### src/rtl/readout_pkg.sv
package readout_pkg;

  typedef enum logic [2:0] {
    ST_IDLE,
    ST_WIN,
    ST_ARM,
    ST_CSTR,
    ST_CCAP,
    ST_FSTR,
    ST_FCAP,
    ST_DONE
  } seq_state_t;

  // Trigger acceptance: ungated passes always; otherwise coincidence
  // needs a hit and anti-coincidence needs its absence.
  function automatic logic gate_pass(input logic gate_en, input logic anti,
                                     input logic hit);
    return !gate_en || (anti ? !hit : hit);
  endfunction

  // Saturating increment for the edge-age counter.
  function automatic logic [7:0] sat_inc(input logic [7:0] val,
                                         input logic [7:0] max_v);
    return (val == max_v) ? val : val + 8'd1;
  endfunction

endpackage

### src/rtl/rs_sync.sv
module rs_sync #(
  parameter int WIDTH  = 3,
  parameter int STAGES = 2
) (
  input  logic             clk,
  input  logic             rst_n,
  input  logic [WIDTH-1:0] async_i,
  output logic [WIDTH-1:0] sync_o
);

  logic [WIDTH-1:0] stg_q [STAGES];

  always_ff @(posedge clk or negedge rst_n) begin
    if (!rst_n) begin
      for (int i = 0; i < STAGES; i++) stg_q[i] <= '0;
    end else begin
      stg_q[0] <= async_i;
      for (int i = 1; i < STAGES; i++) stg_q[i] <= stg_q[i-1];
    end
  end

  assign sync_o = stg_q[STAGES-1];

endmodule

### src/rtl/rs_coin_window.sv
module rs_coin_window #(
  parameter int WIN_W = 4
) (
  input  logic             clk,
  input  logic             rst_n,
  input  logic             coin_rise,
  input  logic             start,
  input  logic             in_win,
  input  logic [WIN_W-1:0] win_len,
  output logic             start_hit_o,
  output logic             seen_now_o,
  output logic             win_done_o
);

  localparam int AGE_W = WIN_W + 1;
  localparam logic [AGE_W-1:0] AGE_MAX = '1;

  logic [AGE_W-1:0] age_q;
  logic [WIN_W-1:0] cnt_q;
  logic             seen_q;
  logic [7:0]       age_next;

  // age_q = cycles since the last coincidence edge (saturating)
  assign age_next = readout_pkg::sat_inc(8'(age_q), 8'(AGE_MAX));

  always_ff @(posedge clk or negedge rst_n) begin
    if (!rst_n) begin
      age_q <= AGE_MAX;
    end else if (coin_rise) begin
      age_q <= AGE_W'(1);
    end else begin
      age_q <= age_next[AGE_W-1:0];
    end
  end

  assign start_hit_o = coin_rise || (age_q <= {1'b0, win_len});

  always_ff @(posedge clk or negedge rst_n) begin
    if (!rst_n) begin
      cnt_q  <= '0;
      seen_q <= 1'b0;
    end else if (start) begin
      cnt_q  <= WIN_W'(1);
      seen_q <= start_hit_o;
    end else if (in_win) begin
      cnt_q  <= cnt_q + WIN_W'(1);
      seen_q <= seen_q | coin_rise;
    end
  end

  assign seen_now_o = seen_q | coin_rise;
  assign win_done_o = in_win && (cnt_q == win_len);

endmodule

### src/rtl/rs_conv.sv
module rs_conv #(
  parameter int DATA_W = 8
) (
  input  logic                clk,
  input  logic                rst_n,
  input  logic                cap_hi,
  input  logic                cap_lo,
  input  logic [DATA_W/2-1:0] code_i,
  input  logic                latched,
  output logic [DATA_W-1:0]   data_o,
  output logic [DATA_W-1:0]   work_o
);

  localparam int NIB_W = DATA_W / 2;

  logic [NIB_W-1:0]  hi_q, lo_q;
  logic [DATA_W-1:0] out_q;

  always_ff @(posedge clk or negedge rst_n) begin
    if (!rst_n) begin
      hi_q  <= '0;
      lo_q  <= '0;
      out_q <= '0;
    end else begin
      if (cap_hi) hi_q <= code_i;
      if (cap_lo) begin
        lo_q  <= code_i;
        out_q <= {hi_q, code_i};
      end
    end
  end

  assign work_o = {hi_q, lo_q};
  assign data_o = latched ? out_q : work_o;

endmodule

### src/rtl/det_readout_seq.sv
module det_readout_seq
  import readout_pkg::*;
#(
  parameter int DATA_W      = 8,
  parameter int WIN_W       = 4,
  parameter int SYNC_STAGES = 2
) (
  input  logic                clk,
  input  logic                rst_n,
  input  logic                cfg_we,
  input  logic [WIN_W+2:0]    cfg_wdata,
  input  logic                main_disc_i,
  input  logic                coin_disc_i,
  input  logic                held_i,
  input  logic [DATA_W/2-1:0] cmp_code_i,
  output logic                main_raw_o,
  output logic                coin_raw_o,
  output logic                peak_arm_o,
  output logic                conv_coarse_o,
  output logic                conv_fine_o,
  output logic                busy_o,
  output logic                dvalid_o,
  output logic [DATA_W-1:0]   data_o,
  output logic                pileup_o
);

  localparam int CFG_W     = WIN_W + 3;
  localparam int GATE_BIT  = 0;
  localparam int ANTI_BIT  = 1;
  localparam int LATCH_BIT = 2;
  localparam int WIN_LSB   = 3;

  // configuration
  logic [CFG_W-1:0] cfg_q;
  always_ff @(posedge clk or negedge rst_n) begin
    if (!rst_n)      cfg_q <= '0;
    else if (cfg_we) cfg_q <= cfg_wdata;
  end

  logic             cfg_gate, cfg_anti, cfg_latched;
  logic [WIN_W-1:0] win_len;
  assign cfg_gate    = cfg_q[GATE_BIT];
  assign cfg_anti    = cfg_q[ANTI_BIT];
  assign cfg_latched = cfg_q[LATCH_BIT];
  assign win_len     = cfg_q[WIN_LSB +: WIN_W];

  // always-on trigger section: synchronisers and edge detection
  logic [2:0] sync_w, prev_q, rise_w;
  rs_sync #(.WIDTH(3), .STAGES(SYNC_STAGES)) u_sync (
    .clk     (clk),
    .rst_n   (rst_n),
    .async_i ({held_i, coin_disc_i, main_disc_i}),
    .sync_o  (sync_w)
  );

  always_ff @(posedge clk or negedge rst_n) begin
    if (!rst_n) prev_q <= '0;
    else        prev_q <= sync_w;
  end

  assign rise_w = sync_w & ~prev_q;

  logic main_rise, coin_rise, held_rise;
  assign main_rise = rise_w[0];
  assign coin_rise = rise_w[1];
  assign held_rise = rise_w[2];

  // sequencer state
  seq_state_t st_q, st_nxt;
  logic start_w, in_win_w, start_hit_w, seen_now_w, win_done_w;

  assign start_w  = (st_q == ST_IDLE) && main_rise;
  assign in_win_w = (st_q == ST_WIN);

  rs_coin_window #(.WIN_W(WIN_W)) u_win (
    .clk         (clk),
    .rst_n       (rst_n),
    .coin_rise   (coin_rise),
    .start       (start_w),
    .in_win      (in_win_w),
    .win_len     (win_len),
    .start_hit_o (start_hit_w),
    .seen_now_o  (seen_now_w),
    .win_done_o  (win_done_w)
  );

  always_comb begin
    st_nxt = st_q;
    unique case (st_q)
      ST_IDLE: begin
        if (main_rise) begin
          if (!cfg_gate)
            st_nxt = ST_ARM;
          else if (win_len == '0)
            st_nxt = gate_pass(1'b1, cfg_anti, start_hit_w) ? ST_ARM : ST_IDLE;
          else
            st_nxt = ST_WIN;
        end
      end
      ST_WIN: begin
        if (win_done_w)
          st_nxt = gate_pass(cfg_gate, cfg_anti, seen_now_w) ? ST_ARM : ST_IDLE;
      end
      ST_ARM:  if (held_rise) st_nxt = ST_CSTR;
      ST_CSTR: st_nxt = ST_CCAP;
      ST_CCAP: st_nxt = ST_FSTR;
      ST_FSTR: st_nxt = ST_FCAP;
      ST_FCAP: st_nxt = ST_DONE;
      ST_DONE: st_nxt = ST_IDLE;
      default: st_nxt = ST_IDLE;
    endcase
  end

  always_ff @(posedge clk or negedge rst_n) begin
    if (!rst_n) st_q <= ST_IDLE;
    else        st_q <= st_nxt;
  end

  // pile-up flag: sticky, cleared by a configuration write
  logic pileup_q;
  always_ff @(posedge clk or negedge rst_n) begin
    if (!rst_n)                          pileup_q <= 1'b0;
    else if (cfg_we)                     pileup_q <= 1'b0;
    else if (main_rise && busy_o)        pileup_q <= 1'b1;
  end

  // conversion datapath: quiet until the held value is latched
  logic [DATA_W-1:0] conv_work;
  rs_conv #(.DATA_W(DATA_W)) u_conv (
    .clk     (clk),
    .rst_n   (rst_n),
    .cap_hi  (st_q == ST_CCAP),
    .cap_lo  (st_q == ST_FCAP),
    .code_i  (cmp_code_i),
    .latched (cfg_latched),
    .data_o  (data_o),
    .work_o  (conv_work)
  );

  assign main_raw_o    = main_disc_i;
  assign coin_raw_o    = coin_disc_i;
  assign busy_o        = (st_q != ST_IDLE);
  assign peak_arm_o    = (st_q == ST_ARM);
  assign conv_coarse_o = (st_q == ST_CSTR);
  assign conv_fine_o   = (st_q == ST_FSTR);
  assign dvalid_o      = (st_q == ST_DONE);
  assign pileup_o      = pileup_q;

endmodule

### config.mk
export PLATFORM = sky130hd
export DESIGN_NAME = det_readout_seq
export DESIGN_NICKNAME = d
export VERILOG_FILES = /design/src/rtl/readout_pkg.sv /design/src/rtl/rs_sync.sv /design/src/rtl/rs_coin_window.sv /design/src/rtl/rs_conv.sv /design/src/rtl/det_readout_seq.sv
export SDC_FILE = /design/constraint.sdc
export NUM_CORES = 1
export LEC_CHECK = 0
export ABC_AREA = 0
export BUFFER_PORTS_ARGS = -buffer_cell sky130_fd_sc_hd__buf_2
export CAP_MARGIN = 20
export CORE_MARGIN = 2
export CORE_UTILIZATION = 40
export DETAILED_ROUTE_END_ITERATION = 6
export PLACE_DENSITY_LB_ADDON = 0.3
export SLEW_MARGIN = 5
export SYNTH_ARGS = -nofsm -noshare
export SYNTH_HDL_FRONTEND = slang
export SYNTH_SLANG_ARGS = --single-unit
### constraint.sdc
create_clock -name clk -period 2.78 [get_ports clk]
set_input_delay 0.278 -clock clk [delete_from_list [all_inputs] [get_ports clk]]
set_output_delay 0.278 -clock clk [all_outputs]
set_load 0.05 [all_outputs]
# Word level (Yosys, flattened, before mapping)
# Index checks and enable logic that the tools add are counted.
[totals] in_bits=17 output_inout_bits=16 wordCells=64 regBits=46
[classes] reduce_logical=14 n_eq_ne=13 muxes=19 bitwise_logic=3 n_lt_le_gt_ge=1 addsub=2
[ops] operator="$pmux 3 s8" count=1
[ops] operator="$eq 3x3->1 const B" count=4
[ops] operator="$mux 5" count=2
[ops] operator="$mux 3" count=3
[ops] operator="$mux 2" count=4
[ops] operator="$mux 4" count=2
[ops] operator="$mux 8" count=1
[ops] operator="$eq 3x2->1 const B" count=2
[ops] operator="$mux 1" count=6
[ops] operator="$ne 2x2->1 const B" count=3
[ops] operator="$add 5x1->5 const B" count=1
[ops] operator="$eq 5x5->1 const B" count=1
[ops] operator="$le 5x4->1" count=1
[ops] operator="$add 4x1->4 const B" count=1
[ops] operator="$eq 4x4->1" count=1
[ops] operator="$logic_not 4->1" count=1
[ops] operator="$reduce_bool 2->1" count=2
[ops] operator="$and 3x3->3" count=1
[ops] operator="$eq 3x1->1 const B" count=1
[ops] operator="$logic_and 1x1->1" count=3
[ops] operator="$logic_not 1->1" count=3
[ops] operator="$logic_not 3->1" count=1
[ops] operator="$not 3->3" count=1
[ops] operator="$reduce_and 3->1" count=1
[ops] operator="4 further kinds" count=5

# Logic depth before layout (Yosys ltp)
[logic_depth] word_depth=10 mapped_depth=7 mapped_depth_nobuf=7

# By module
# From an unflattened synthesis, not the netlist that was laid out.
[unflattened] hier_cells=169 hier_area_um2=2058.2
[by_module_without_submodules] module="det_readout_seq" seq_area_each_um2=350.3 cells_per_inst=62 area_each_um2=686.9 instances=1
[by_module_without_submodules] module="rs_coin_window" seq_area_each_um2=256.5 cells_per_inst=61 area_each_um2=631.9 instances=1
[by_module_without_submodules] module="rs_conv" seq_area_each_um2=300.3 cells_per_inst=37 area_each_um2=566.8 instances=1
[by_module_without_submodules] module="rs_sync" seq_area_each_um2=150.1 cells_per_inst=9 area_each_um2=172.7 instances=1

# Least setup slack after synthesis
# OpenSTA, ideal clock, no wires.
[synth_timing] path_type="flip-flop to output port" start="register st_q[1]" end="output port peak_arm_o" required_ns=2.502 path_slack_ns=0.769 stages_incl_launch_ff=3 arrival_ns=1.733 n_path_buf=1 path_cell_list="dfrtp_1 > clkbuf_1 > nor3b_1"
[synth_between] elab_chain_cells=1
[synth_rtl] item="start, declared" line_no="det_readout_seq.sv:69" rtl="seq_state_t st_q, st_nxt;"
[synth_rtl] item="start signal, assigned" line_no="det_readout_seq.sv:116" rtl="else st_q <= st_nxt;"
[synth_rtl] item="$eq 3x2->1" line_no="det_readout_seq.sv:143" rtl="assign peak_arm_o = (st_q == ST_ARM);"
[synth_rtl] item="end, declared" line_no="det_readout_seq.sv:18" rtl="output logic peak_arm_o,"
# Every way passes these cells.

# Worst setup path in the final report
[layout_timing] start="register u_win.age_q[3]" end="register st_q[1]"
[layout_between] elab_chain_cells=9
[layout_rtl] item="start, declared" line_no="rs_coin_window.sv:18" rtl="logic [AGE_W-1:0] age_q;"
[layout_rtl] item="start signal, assigned" line_no="rs_coin_window.sv:32" rtl="age_q <= age_next[AGE_W-1:0];"
[layout_rtl] item="$le 5x4->1 (*)" line_no="rs_coin_window.sv:36" rtl="assign start_hit_o = coin_rise || (age_q <= {1'b0, win_len});"
[layout_rtl] item="$logic_or 1x1->1 (*)" line_no="rs_coin_window.sv:36"
[layout_rtl] item="$logic_not 1->1" line_no="readout_pkg.sv:18" rtl="return !gate_en || (anti ? !hit : hit);"
[layout_rtl] item="$mux 1 (*)" line_no="readout_pkg.sv:18"
[layout_rtl] item="$mux 2 (*)" line_no="det_readout_seq.sv:95" rtl="st_nxt = gate_pass(1'b1, cfg_anti, start_hit_w) ? ST_ARM : ST_IDLE;"
[layout_rtl] item="$mux 2 (*)" line_no="det_readout_seq.sv:94" rtl="else if (win_len == '0)"
[layout_rtl] item="$mux 2 (*)" line_no="det_readout_seq.sv:92" rtl="if (!cfg_gate)"
[layout_rtl] item="$mux 3 (*)" line_no="det_readout_seq.sv:91" rtl="if (main_rise) begin"
[layout_rtl] item="$pmux 3 s8 (*)" line_no="det_readout_seq.sv:89" rtl="unique case (st_q)"
# Every way passes the cells marked *; elsewhere a longest branch is shown, timed or not. The select of a mux whose other input is x is not followed.
# A chain may end at the register's enable or synchronous reset.

==> impl_metrics.toml <==
[run_status]
status = "complete, no violations"

[clock_tree]
numCtsBuffers = 5
clk-insertion-delay-late_ps = 290
tritoncts_clock_tree = "yes"
post_cts.repair.setup_buffers = 0
clock_tree.htree_level_count = 2
cts-hold-fix-buffers = 0
cts_root_buf = "sky130_fd_sc_hd__clkbuf_8"
clock_sink_count = 42
cts.path.max_buffers = 2
cts_resized = 0
cts.clk_slew.worst_paths_ps = 80

[placement]
portBuffers = 32
gp_congestion = 0.708
post_dp_hpwl_um = 2340
dp_worst_setup_slack_ps = 685

[floorplanning]
dieArea_um2 = 5350
start_util = 0.410
floorplan.die.height_um = 73.1
die_w_um = 73.1
core_area_um2 = 4660
floorplan.rows = 25
io_pins = 33

[sta]
timing_worst_slew_pin_value_ps = 931
setup_violations = 0
timing.max_slew.rel_slack = 0.379
finalHoldViolCount = 0
maxClockFrequency_ghz = 0.480
rsz0062_at_grt = "no"
final_worst_path_cycle_share = 0.750
post-route-min-period_ps = 2090
slew_violations = 0
setup_ws_ps = 695
skew_ps = 7.78
totalNegativeSetupSlack_ps = 0

[synthesis]
ys_top_cells_by_area = "sky130_fd_sc_hd__dfrtp_1, sky130_fd_sc_hd__mux2_2, sky130_fd_sc_hd__dfstp_2"
synth_most_common_cell = "sky130_fd_sc_hd__dfrtp_1"
mappedNetlistArea_um2 = 1910
synthesis.nets = 189
ys_types = 34
syn-mean-instance-area_um2 = 11.6
ys_dominant_reg_cell = "sky130_fd_sc_hd__dfrtp_1"
cells_after_synth = 165
synth_sequential_area_ratio = 0.553
seq_cells_post_synth = 42
post-synth-top-area-cell = "sky130_fd_sc_hd__dfrtp_1"
leading_post_synthesis_cells_by_instance_count = "sky130_fd_sc_hd__dfrtp_1, sky130_fd_sc_hd__mux2_2, sky130_fd_sc_hd__nor2_1, sky130_fd_sc_hd__nand2_1, sky130_fd_sc_hd__clkbuf_1"
synthArstFlopShare = 1.00
synth_enable_flop_cells = 0
synth_top_cell_area_share = 0.484
synth.yosys.warnings = 0

[min_path]
min-delay-path-class = "in2reg"
hold-path-cell-count = 1

[routing]
detail_route.drc_violations = 0
route.vias.total = 1230
routed_wl_um = 3320
detailedRoute.firstIterationViolations = 63
drt_pre_antenna_iters = 4
route.detailed.wl_per_inst_um = 13.4
postRouteAntennaNets = 0
detail_route.vias_per_cell = 4.96

[worst_setup_path]
worstRegToRegCells = 6
worstSetupStartpointType = "register"
worst-endpoint-required_ps = 2980
worst-endpoint-arrival_ps = 2290
critical_path.max_fanout = 4
setup.worst_path.class = "reg2reg"
worst_setup_path_end_kind = "register"

[power]
leakage_nw = 1.01
power.ir.vdd_worst_mv = 0.636
power-per-cell-area_nw_per_um2 = 1080

[global_routing]
grt_overflow = 0
first_global_vias = 1149
pin_count_of_the_biggest_net_entering_global_routing = 43
grt_first_pass_wirelength_um = 5530
antenna_violations_before_repair = 0
globalRouteTotalUtil = 0.137

[layout]
syn2layout_area_growth_pct = 13.9
drive_gt1_frac = 0.335
antenna_cells_inserted = 0
layout.nets = 218
filler_cell_count = 445

[flow_run]
cap_violations = 0
-- report_power, final --
group | switching, mW | internal [mW] | leakage, nW
Sequential | 0.174 | 0.816 | 0.491
Combinational | 0.616 | 0.386 | 0.474
Clock | 0.200 | 0.169 | 0.0438
Total | 0.990 | 1.37 | 1.01
-- cell type report --
type,instances,area [µm²],share of cell area
Tap cell,54,67.6,0.0310
Clock inverter,2,10.0,0.00460
Multi-Input combinational cell,105,779,0.358
Sequential cell,42,1060,0.486
Timing Repair Buffer,33,168,0.0770
Inverter,7,26.3,0.0121
Clock buffer,5,68.8,0.0316
-- worst paths after layout --
kind / start / endpoint / slack (ps)
worst max-delay path: u_win.age_q[3] / st_q[1] / 690
worst min-delay path: coin_disc_i / u_sync.stg_q[4] / 90
worst max register to register: u_win.age_q[3] / st_q[1] / 690
worst min register to register: u_sync.stg_q[5] / u_sync.sync_o[2] / 350
max in group asynchronous: rst_n / u_sync.sync_o[0] / 2070
min in group asynchronous: rst_n / prev_q[1] / 120
-- kinds of logic (layout without fill, tap and decap cells) --
group,count (synthesis),after routing,share of synthesized area
muxes,23,23,0.134
adders and majority gates,7,7,0.0458
DFF,42,42,0.553
and+or+nand+nor,43,43,0.111
xor gates and xnor gates,11,11,0.0504
AOI/OAI and AO/OA,21,21,0.0661
buffers and inverters,18,47,0.0393
-- layer usage --
layer,track usage,vias up,part of all wire
met3,0.0525,2,0.054
met1,0.190,585,0.49
met5,0,-,0
met2,0.201,29,0.45
met4,0.0370,0,0.0024
li1,-,614,-
-- placed cells by master (no fill, tap or decap), drive strengths merged, types with 4 or more instances in the layout --
cell,synthesis,final
a21oi,4,4
buf,2,33
clkbuf,9,5
dfrtp,37,37
dfstp,5,5
ha,7,7
inv,7,7
mux2,21,21
nand2,12,12
nor2,13,13
o21ai,8,8
xnor2,7,7
xor2,4,4
-- sequential cells by signal, indices dropped and copies added (netlist names) --
| register | flops |
|---|---|
| cfg_q | 7 |
| prev_q | 3 |
| u_conv.hi_q | 4 |
| u_win.seen_q | 1 |
| u_conv.out_q | 8 |
| st_q | 3 |
| u_win.age_q | 5 |
| u_sync.stg_q | 3 |
| u_win.cnt_q | 4 |
| u_sync.sync_o | 3 |
| pileup_o | 1 |
-- critical path, cell delays in order (launching register included) --
cell and delay [ps]:
sky130_fd_sc_hd__dfstp_2 550, sky130_fd_sc_hd__ha_1 260, sky130_fd_sc_hd__a211o_1 310, sky130_fd_sc_hd__a31oi_1 160, sky130_fd_sc_hd__a211oi_1 130, sky130_fd_sc_hd__mux2_1 330, sky130_fd_sc_hd__a311oi_1 260
-- metrics by stage --
| step | instances | power (mW) | cell area [µm²] | hold slack, ps | utilization |
|---|---|---|---|---|---|
| after floorplan | 165 | 1.81 | 1910 | -17.6 | - |
| after global placement | 241 | 1.99 | 2100 | 334 | 0.450 |
| after CTS | 248 | 2.39 | 2180 | 78.8 | 0.467 |
| after global routing | 248 | 2.53 | 2180 | 67.1 | 0.467 |
| after detailed placement | 241 | 2.01 | 2100 | 335 | 0.450 |
| final | 248 | 2.36 | 2180 | 93.3 | 0.467 |
Power figures use the tool's default switching activity.
